File: config.mk
export PLATFORM = sky130hd
export DESIGN_NAME = acc_exec_unit
export DESIGN_NICKNAME = d
export VERILOG_FILES = /design/src/rtl/acc_exec_pkg.sv /design/src/rtl/acc_exec_ctrl.sv /design/src/rtl/acc_exec_alu.sv /design/src/rtl/acc_exec_unit.sv
export SDC_FILE = /design/constraint.sdc
export NUM_CORES = 1
export LEC_CHECK = 0
export BUFFER_PORTS_ARGS = -buffer_cell sky130_fd_sc_hd__clkbuf_2
export CAP_MARGIN = 20
export CORE_MARGIN = 10
export CORE_UTILIZATION = 51
export DETAILED_ROUTE_END_ITERATION = 6
export PLACE_DENSITY = 0.76
export RECOVER_POWER = 50
export SLEW_MARGIN = 5
export SYNTH_ARGS = -nofsm -noshare
export SYNTH_HDL_FRONTEND = slang
export SYNTH_SLANG_ARGS = --single-unit
export TNS_END_PERCENT = 30
File: constraint.sdc
create_clock -name clk -period 16.1 [get_ports clk]
set_clock_uncertainty 0.2 [all_clocks]
set_input_delay 0 -clock clk [delete_from_list [all_inputs] [get_ports clk]]
set_output_delay 0 -clock clk [all_outputs]
set_load 0.02 [all_outputs]
File: src/rtl/acc_exec_pkg.sv
package acc_exec_pkg;

    localparam int OP_W = 3;

    typedef enum logic [OP_W-1:0] {
        OP_LOAD  = 3'd0,
        OP_STORE = 3'd1,
        OP_ADD   = 3'd2,
        OP_SUB   = 3'd3,
        OP_MULT  = 3'd4
    } acc_op_e;

    typedef enum logic [1:0] {
        ST_IDLE  = 2'd0,
        ST_READ  = 2'd1,
        ST_EXEC  = 2'd2,
        ST_WRITE = 2'd3
    } acc_state_e;

endpackage

File: src/rtl/acc_exec_ctrl.sv
module acc_exec_ctrl
    import acc_exec_pkg::*;
#(
    parameter int AW = 8
) (
    input  logic                clk,
    input  logic                rst_n,
    input  logic                cmd_valid,
    input  logic [OP_W-1:0]     cmd_op,
    input  logic [AW-1:0]       cmd_addr,
    output logic                cmd_ready,
    output logic                mem_rd,
    output logic                mem_wr,
    output logic [AW-1:0]       mem_addr,
    output logic                acc_we,
    output logic [OP_W-1:0]     op_q
);

    acc_state_e          state_q, state_d;
    logic [AW-1:0]       addr_q;
    logic                accept;

    assign accept = cmd_valid && (state_q == ST_IDLE);

    // State register and command capture
    always_ff @(posedge clk or negedge rst_n) begin
        if (!rst_n) begin
            state_q <= ST_IDLE;
            addr_q  <= '0;
            op_q    <= '0;
        end else begin
            state_q <= state_d;
            if (accept) begin
                addr_q <= cmd_addr;
                op_q   <= cmd_op;
            end
        end
    end

    // Next-state decision
    always_comb begin
        state_d = state_q;
        unique case (state_q)
            ST_IDLE: begin
                if (cmd_valid) begin
                    case (cmd_op)
                        OP_LOAD, OP_ADD, OP_SUB, OP_MULT: state_d = ST_READ;
                        OP_STORE:                         state_d = ST_WRITE;
                        default:                          state_d = ST_IDLE;
                    endcase
                end
            end
            ST_READ:  state_d = ST_EXEC;
            ST_EXEC:  state_d = ST_IDLE;
            ST_WRITE: state_d = ST_IDLE;
        endcase
    end

    // Outputs decoded from the current state
    always_comb begin
        cmd_ready = 1'b0;
        mem_rd    = 1'b0;
        mem_wr    = 1'b0;
        acc_we    = 1'b0;
        mem_addr  = addr_q;
        unique case (state_q)
            ST_IDLE:  cmd_ready = 1'b1;
            ST_READ:  mem_rd    = 1'b1;
            ST_EXEC:  acc_we    = 1'b1;
            ST_WRITE: mem_wr    = 1'b1;
        endcase
    end

endmodule

File: src/rtl/acc_exec_alu.sv
module acc_exec_alu
    import acc_exec_pkg::*;
#(
    parameter int W = 16
) (
    input  logic [OP_W-1:0] op,
    input  logic [W-1:0]    acc,
    input  logic [W-1:0]    operand,
    output logic [W-1:0]    result
);

    // All arithmetic is evaluated at width W, so wrap and product truncation are implicit
    always_comb begin
        case (op)
            OP_LOAD: result = operand;
            OP_ADD:  result = acc + operand;
            OP_SUB:  result = acc - operand;
            OP_MULT: result = acc * operand;
            default: result = acc;
        endcase
    end

endmodule

File: src/rtl/acc_exec_unit.sv
module acc_exec_unit
    import acc_exec_pkg::*;
#(
    parameter int W  = 16,
    parameter int AW = 8
) (
    input  logic                clk,
    input  logic                rst_n,
    input  logic                cmd_valid,
    output logic                cmd_ready,
    input  logic [OP_W-1:0]     cmd_op,
    input  logic [AW-1:0]       cmd_addr,
    output logic                mem_rd,
    output logic                mem_wr,
    output logic [AW-1:0]       mem_addr,
    output logic [W-1:0]        mem_wdata,
    input  logic [W-1:0]        mem_rdata,
    output logic [W-1:0]        acc_out
);

    logic              acc_we;
    logic [OP_W-1:0]   op_q;
    logic [W-1:0]      acc_q;
    logic [W-1:0]      alu_res;

    acc_exec_ctrl #(.AW(AW)) ctrl_i (
        .clk       (clk),
        .rst_n     (rst_n),
        .cmd_valid (cmd_valid),
        .cmd_op    (cmd_op),
        .cmd_addr  (cmd_addr),
        .cmd_ready (cmd_ready),
        .mem_rd    (mem_rd),
        .mem_wr    (mem_wr),
        .mem_addr  (mem_addr),
        .acc_we    (acc_we),
        .op_q      (op_q)
    );

    acc_exec_alu #(.W(W)) alu_i (
        .op      (op_q),
        .acc     (acc_q),
        .operand (mem_rdata),
        .result  (alu_res)
    );

    // Accumulator register
    always_ff @(posedge clk or negedge rst_n) begin
        if (!rst_n) begin
            acc_q <= '0;
        end else if (acc_we) begin
            acc_q <= alu_res;
        end
    end

    assign mem_wdata = acc_q;
    assign acc_out   = acc_q;

endmodule

==> reports/metrics.cfg, run 1 <==
[cts]
clockBufferDepth = 2
clk_latency_ns = 0.27
cts_num_sinks = 29
numCtsBuffers = 5
cts_tree = yes
cts_root_buffer = clkbuf_16
htreeDepth = 2
clkTransAtPathRegs_ns = 0.06

[yosys]
syn_inst = 752
yosysTopAreaCell = fa_1
syn_area_um2 = 6445
async_flop_share_pct = 100.0
yosysSeqAreaShare_pct = 11.26
yosysWarnings = 0
synth_area_leaders = fa_1 25%, ha_1 13%, dfrtp_1 11%
synthesis.nets = 929
synth_seq_cells = 29
syn_avg_cell_area_um2 = 8.570
synthFlopType = dfrtp_1
ys_types = 52
synth_edf_count = 0
yosysTopAreaCellShare_pct = 25.16

[hold_path]
hp-start = mem_rdata[13]
worstHoldPathCells = 4
hold_end = acc_out[13]$_DFFE_PN0P_
hp-class = input port to flip-flop

[routing]
drc_errors = 1
antenna_left = 0
wl_met2_um = 8624
routed.top_layer = met4
drtIter0Drc = 408
vias = 5295
dr.pass1.iters = 7
viasPerCell = 5.448
wl_per_cell_um = 17.45
routed_wl_um = 16960
wl_met1_um = 6806
dr_wl_met3_um = 1307

[timing]
layout_min_cycle_time_ns = 6.033
fin_crit_sh_pct = 37.47
rsz0062_at_grt = false
worstMarginPinSlew_ns = 1.670
setup_viol = 0
slew_violations = 30
max_slew_margin_pct = -11.31
fin_setup_tns_ns = 0
hold_violations = 0
max_freq_ghz = 0.1657

[finish]
mostFrequentLayoutCell = inv_1
n_fill_cell = 1140
layout_common_cells = 118 x inv_1, 91 x nand2_1, 81 x fa_1, 68 x and2_1, 66 x ha_1
area_growth_pct = 9.668
final_layout_size_suffix_gt1_share_pct = 10.88
diodes = 0
final_cells = 972
nNetsFinal = 976

[placed_design]
dp_hpwl_um = 13060
gp_congestion = 0.9355
placed_cells = 948
numPortBuffers = 72

[critical_path]
reg2reg_to = acc_out[14]$_DFFE_PN0P_
cp-start-kind = flip-flop
endpoint_kind = flip-flop
regToRegSetupSlack_ns = 10.07
crit_fanout = 16
r2r_start = acc_out[4]$_DFFE_PN0P_
required_ns = 16.07
reg2regPathDepth = 19
critPathKind = flip-flop to flip-flop
arrival_ns = 6.00

[flow_run]
cap_violations = 1

[floorplanning]
die_area_um2 = 17530
start_util_pct = 51.49
die_w_um = 132.4
rows = 41
core_area_um2 = 12520
die_y_um = 132.4
io_pins = 73

[global_routing]
grt_pass1_vias = 5715
grt_start_max_net_pins = 32
overflow = 0
grt.total_usage_pct = 19.83
antenna_found_initial = 0
grt_pass1_wl_um = 29000

[status]
failed_checks = DRC, capacitance limit, slew limit
status = finished, violations left

==> sequential cells by signal, indices dropped and copies added (netlist names) <==
| register | count |
|---|---|
| ctrl_i.mem_addr | 8 |
| acc_out | 16 |
| ctrl_i.state_q | 2 |
| ctrl_i.op_q | 3 |
==> worst max-delay path: stages, from the launching register on <==
cell and delay [ns]:
dfrtp_1 0.61, and2_1 0.29, fa_1 0.48, inv_1 0.05
fa_1 0.39, fa_1 0.51, fa_1 0.54, inv_1 0.04
fa_1 0.47, inv_1 0.05, fa_1 0.48, inv_1 0.06
ha_1 0.34, a21o_1 0.20, a21oi_1 0.15, clkinv_1 0.13
a221oi_2 0.30, xnor2_1 0.11, a211o_1 0.29, o31a_1 0.23
==> metal layers <==
metal / up-vias / track usage [%]
li1: 2464 / -
met1: 2626 / 24.46
met2: 186 / 35.65
met3: 19 / 3.936
met4: 0 / 2.628
met5: - / 0
==> kinds of logic after synthesis <==
group	after synthesis	synth area share, %
buf+inv	169	11.16
mux	12	2.097
fa+ha+maj	147	37.97
flops	29	11.26
compound gates	102	10.60
simple gates	231	17.80
xor+xnor	62	9.105
==> through the flow <==
| step | hold slack, ns | setup slack (ns) | instance area (µm²) | util [%] |
|---|---|---|---|---|
| global route | 0.08692 | 9.777 | 7068 | 56.47 |
| detailed placement | -0.08500 | 10.07 | 6766 | 54.06 |
| finish | 0.03627 | 10.07 | 7068 | 56.47 |
| floorplan | -0.4956 | 10.23 | 6445 | - |
| global placement | -0.09304 | 10.18 | 6766 | 54.06 |
| CTS | 0.04082 | 10.06 | 7088 | 56.63 |
==> repair_timing <==
action | in CTS | in global routing
gates resized for setup | 0 | 0
setup buffers | 0 | 0
hold endpoints to repair | 43 | 0
hold buffers | 15 | 0
==> layout make-up <==
type | instances | area [µm²] | share of cell area, %
multi-input combinational | 554 | 5004 | 70.79
sequential | 29 | 725.7 | 10.27
tap | 172 | 215.2 | 3.045
inverter | 119 | 446.7 | 6.320
clock inverter | 3 | 46.29 | 0.6550
clock buffer | 5 | 125.1 | 1.770
timing repair buffer | 90 | 505.5 | 7.152
==> cell usage after synthesis, types with 2 or more instances <==
cell type and count:
fa_1 81, a211oi_1 6, nand2b_1 9, o21ai_1 10, a31oi_1 2, o211ai_1 2, dfrtp_1 29, nor3_1 6
a21oi_1 21, and2_1 68, o41ai_1 2, nand3_1 5, o21ai_0 23, xnor2_1 40, ha_1 66, inv_1 118
buf_4 22, nand2_1 91, mux2_2 12, nor2b_1 6, o21a_1 6, nand2_2 3, xor2_1 17, or3_1 5
and3_1 5, buf_2 2, o31a_1 2, clkbuf_1 26, a222oi_1 5, a21o_1 4, nor2_1 27, nor4_1 2
a221oi_1 6, o31ai_1 2, xnor2_2 4
==> worst max path at each step <==
stage | from | end | slack (ns) | depth (start not counted)
global placement | acc_out[9]$_DFFE_PN0P_ | acc_out[14]$_DFFE_PN0P_ | 10.18 | 18
floorplan | acc_out[6]$_DFFE_PN0P_ | acc_out[14]$_DFFE_PN0P_ | 10.23 | 20
finish | acc_out[4]$_DFFE_PN0P_ | acc_out[14]$_DFFE_PN0P_ | 10.07 | 19
detailed placement | acc_out[4]$_DFFE_PN0P_ | acc_out[14]$_DFFE_PN0P_ | 10.07 | 19
global route | acc_out[4]$_DFFE_PN0P_ | acc_out[14]$_DFFE_PN0P_ | 9.78 | 19
CTS | acc_out[4]$_DFFE_PN0P_ | acc_out[14]$_DFFE_PN0P_ | 10.06 | 19
Power of run 1 is not shown: default switching activity piles up to over one toggle a cycle in this logic, so the estimate is an artifact.
==> run 2: changes to the inputs <==
clock period = 5.82 ns   (was 16.1 ns; I/O delays follow)
==> reports/metrics.cfg, run 2 (synthesis results as in run 1) <==
[status]
status = finished, violations left
failed_checks = capacitance limit, slew limit

[critical_path]
cp_num_buf_inv = 5
critPathKind = flip-flop to flip-flop
cpMostUsedCell = fa_1
crit_chain = and2_1 -> fa_1 -> inv_1 -> fa_1 -> fa_1 -> fa_1 -> inv_1 -> fa_1 -> inv_1 -> fa_1 -> inv_1 -> ha_1 -> a21o_1 -> a21oi_2 -> inv_2 -> a221oi_2 -> xnor2_1 -> a211o_1 -> o31a_1
endpoint_kind = flip-flop
arrival_ns = 5.65
crit_fanout = 6
required_ns = 5.78
cp-start-kind = flip-flop
path_delay_family = adder cells
slowest_stage = fa_1
critPathMaxStageDelay_ns = 0.54

[finish]
largest_register_ffs = 16
final_layout_size_suffix_gt1_share_pct = 16.29
multi_input_area_um2 = 5050
mostFrequentLayoutCell = inv_1
design_area_um2 = 7352
layout_common_cells = 118 x inv_1, 91 x nand2_1, 81 x fa_1, 66 x and2_1, 64 x ha_1
n_fill_cell = 1131
final_util_pct = 58.74
area_growth_pct = 14.07
nNetsFinal = 1011
diodes = 0
seqCellArea_um2 = 733.2

[cts]
clk_latency_ns = 0.28
numCtsBuffers = 5
cts_root_buffer = clkbuf_16
cts_tree = yes
cts_num_sinks = 29
clockBufferDepth = 2
clkTransAtPathRegs_ns = 0.05
htreeDepth = 2

[timing]
max_slew_margin_pct = -5.455
layout_min_cycle_time_ns = 5.684
setup_viol = 0
fin_crit_sh_pct = 97.67
hold_violations = 0
worstMarginPinSlew_ns = 1.582
slew_violations = 30
fin_setup_tns_ns = 0
max_freq_ghz = 0.1759
rsz0062_at_grt = false

[placed_design]
dpl-instance-area_um2 = 7002
gp_congestion = 0.9377
dp_hpwl_um = 14220
numPortBuffers = 72

[floorplanning]
die_w_um = 132.4
start_util_pct = 51.49
io_pins = 73
die_y_um = 132.4
rows = 41
core_area_um2 = 12520
die_area_um2 = 17530

[routing]
drc_errors = 0
antenna_left = 0
routed_wl_um = 17830
wl_per_cell_um = 17.70
vias = 5408
dr.pass1.iters = 5
drtIter0Drc = 406
viasPerCell = 5.370

[global_routing]
grt_pass1_vias = 5870
antenna_found_initial = 0
grt_pass1_wl_um = 29790
overflow = 0
grt.total_usage_pct = 20.53
grt_start_max_net_pins = 32

[flow_run]
cap_violations = 1

[hold_path]
hp-class = input port to flip-flop

## run 2: metrics by stage
| step | hold slack [ns] | std cells | setup slack (ns) |
|---|---|---|---|
| after CTS | 0.04826 | 1002 | 0.02124 |
| after detailed placement | -0.1071 | 979 | 0.04146 |
| final | 0.04832 | 1007 | 0.1356 |
| after floorplan | -0.4956 | 752 | 0.01718 |
| after global routing | 0.06935 | 1007 | 0.004771 |
| after global placement | -0.09876 | 979 | 0.1286 |
## run 2: layer usage
layer / wire length [µm] / track usage [%] / vias to the layer above / part of all wire [%]
met1: 7327 / 25.58 / 2636 / 41
met5: 0 / 0 / - / 0
met2: 8551 / 35.26 / 203 / 48
met4: 498 / 5.929 / 0 / 2.8
met3: 1450 / 3.899 / 33 / 8.1
li1: - / - / 2536 / -
## run 2: cell type report
cell class              instances  area share (%)
multi-input cells             554           68.69
repair buffers                125           10.45
flip-flops and latches         29           9.973
inverters                     119           6.076
well taps                     172           2.927
clock buffers                   6           1.753
clock inverters                 2          0.1361
## run 2: final timing paths
path | start | slack [ns] | cells past startpoint | endpoint
setup / recovery | acc_out[6]$_DFFE_PN0P_ | 0.14 | 19 | acc_out[14]$_DFFE_PN0P_
hold / removal | mem_rdata[13] | 0.05 | 4 | acc_out[13]$_DFFE_PN0P_
setup reg to reg | acc_out[6]$_DFFE_PN0P_ | 0.14 | 19 | acc_out[14]$_DFFE_PN0P_
hold reg to reg | ctrl_i.state_q[1]$_DFFE_PN0P_ | 0.29 | 1 | ctrl_i.state_q[1]$_DFFE_PN0P_
max in group asynchronous | rst_n | 3.88 | 2 | acc_out[2]$_DFFE_PN0P_
min in group asynchronous | rst_n | 0.49 | 2 | ctrl_i.state_q[1]$_DFFE_PN0P_
## run 2: worst register-to-register path, delay by kind of cell (launching register included)
kind	cells	cell delay, ns
buffers and inverters	5	0.27
AND/OR/NAND/NOR	1	0.19
AO/OA/AOI/OAI	5	1.14
flip-flops	1	0.44
adder cells (fa/ha/maj)	7	3.21
XOR/XNOR	1	0.13
## run 2: what timing repair did
action / CTS / global route
hold endpoints to repair: 43 / 0
gates resized for setup: 0 / 13
setup buffers: 0 / 5
hold buffers: 15 / 0
endpoints found under the setup margin: 0 / 4
Power of run 2 is left out for the same reason.
==> run 3: changes to the inputs <==
PLACE_DENSITY = not set   (was 0.76)
PLACE_DENSITY_LB_ADDON = 0.15   (was not set)
==> reports/metrics.cfg, run 3 (synthesis results as in run 1) <==
[critical_path]
cp_num_buf_inv = 5
slowest_stage = fa_1
path_delay_family = adder cells
cpMostUsedCell = fa_1
critPathMaxStageDelay_ns = 0.54
arrival_ns = 5.59
crit_chain = and2_1 -> fa_1 -> inv_1 -> fa_1 -> fa_1 -> fa_1 -> inv_1 -> fa_1 -> inv_1 -> fa_1 -> inv_1 -> ha_4 -> a21o_1 -> a21oi_2 -> inv_2 -> o211a_1 -> or3_1 -> a32oi_2 -> a21oi_1
worstSetupStartpoint = acc_out[5]$_DFFE_PN0P_
cp-start-kind = flip-flop
r2r_start = acc_out[5]$_DFFE_PN0P_
required_ns = 5.77
critPathKind = flip-flop to flip-flop
crit_fanout = 5
endpoint_kind = flip-flop

[routing]
routed_wl_um = 18120
drc_errors = 0
vias = 5411
drtIter0Drc = 341
dr.pass1.iters = 6
viasPerCell = 5.379
antenna_left = 0
wl_per_cell_um = 18.01

[placed_design]
dp_hpwl_um = 14890
place_ws_ns = 0.03128
gp_congestion = 0.9284
numPortBuffers = 72
placed_cells = 979

[cts]
cts_tree = yes
clkTransAtPathRegs_ns = 0.05
cts_root_buffer = clkbuf_16
clockBufferDepth = 2
clk_latency_ns = 0.28
cts_num_sinks = 29
numCtsBuffers = 5
htreeDepth = 2

[floorplanning]
die_y_um = 132.4
die_area_um2 = 17530
core_area_um2 = 12520
die_w_um = 132.4
start_util_pct = 51.49
rows = 41
io_pins = 73

[status]
status = finished, violations left
failed_checks = capacitance limit, slew limit

[finish]
n_fill_cell = 1181
final_layout_size_suffix_gt1_share_pct = 16.31
multi_input_area_um2 = 5072
seqCellArea_um2 = 730.7
area_growth_pct = 15.05
mostFrequentLayoutCell = inv_1
final_util_pct = 59.24
final_cells = 1006
diodes = 0
largest_register_ffs = 16
layout_common_cells = 118 x inv_1, 91 x nand2_1, 80 x fa_1, 66 x and2_1, 62 x ha_1
nNetsFinal = 1010

[global_routing]
antenna_found_initial = 0
grt_pass1_wl_um = 29840
grt_pass1_vias = 5806
overflow = 0
grt.total_usage_pct = 20.63
grt_start_max_net_pins = 32

[timing]
slew_violations = 30
worstMarginPinSlew_ns = 1.600
layout_min_cycle_time_ns = 5.632
fin_crit_sh_pct = 96.76
max_slew_margin_pct = -6.676
setup_ws_ns = 0.1885
setup_viol = 0
finalHoldWorstSlack_ns = 0.07934
hold_violations = 0
max_freq_ghz = 0.1776
rsz0062_at_grt = true

[hold_path]
hp-class = input port to flip-flop
hp-start = mem_rdata[14]

[flow_run]
cap_violations = 1

-- run 3: worst reg2reg max path, cell delays in order (launching register included) --
cell and delay [ns]:
dfrtp_2 0.44, and2_1 0.18, fa_1 0.49, inv_1 0.06, fa_1 0.53, fa_1 0.44
fa_1 0.54, inv_1 0.05, fa_1 0.47, inv_1 0.05, fa_1 0.47, inv_1 0.06
ha_4 0.22, a21o_1 0.20, a21oi_2 0.15, inv_2 0.07, o211a_1 0.23, or3_1 0.38
a32oi_2 0.19, a21oi_1 0.08
-- run 3: path summary, 6_finish.rpt --
kind / end / slack (ns) / cells past startpoint
setup / recovery: acc_out[15]$_DFFE_PN0P_ / 0.19 / 19
min in group asynchronous: ctrl_i.mem_addr[2]$_DFFE_PN0P_ / 0.47 / 2
hold / removal: acc_out[14]$_DFFE_PN0P_ / 0.08 / 4
setup reg to reg: acc_out[15]$_DFFE_PN0P_ / 0.19 / 19
max in group asynchronous: acc_out[7]$_DFFE_PN0P_ / 3.90 / 2
hold reg to reg: ctrl_i.state_q[1]$_DFFE_PN0P_ / 0.30 / 1
-- run 3: metal layers --
metal	share of wire (%)	routed length, µm	track usage (%)
met1	44	8014	26.99
met2	49	8794	35.32
met3	5.2	945	2.460
met4	2.0	362	5.257
met5	0	0	0
-- run 3: layout make-up --
class | instances | share of cell area [%]
Multi-Input combinational cell | 554 | 68.41
Timing Repair Buffer | 124 | 10.43
Sequential cell | 29 | 9.855
Inverter | 119 | 6.024
Tap cell | 172 | 2.902
Clock buffer | 6 | 1.873
Clock inverter | 2 | 0.5062
-- run 3: what timing repair did --
item                                    4_1_cts  5_1_grt
resized for setup                             0       15
endpoints found under the hold margin        43        0
endpoints found under the setup margin        0        2
hold buffers                                 15        0
setup buffers                                 0        3
-- run 3: per-stage QoR --
step	area, µm²	TNS [ns]
6_report	7415	0
5_1_grt	7415	-0.03218
4_1_cts	7328	0
3_5_place_dp	7002	0
3_3_place_gp	7002	0
2_1_floorplan	6449	0
Power of run 3 is left out for the same reason.
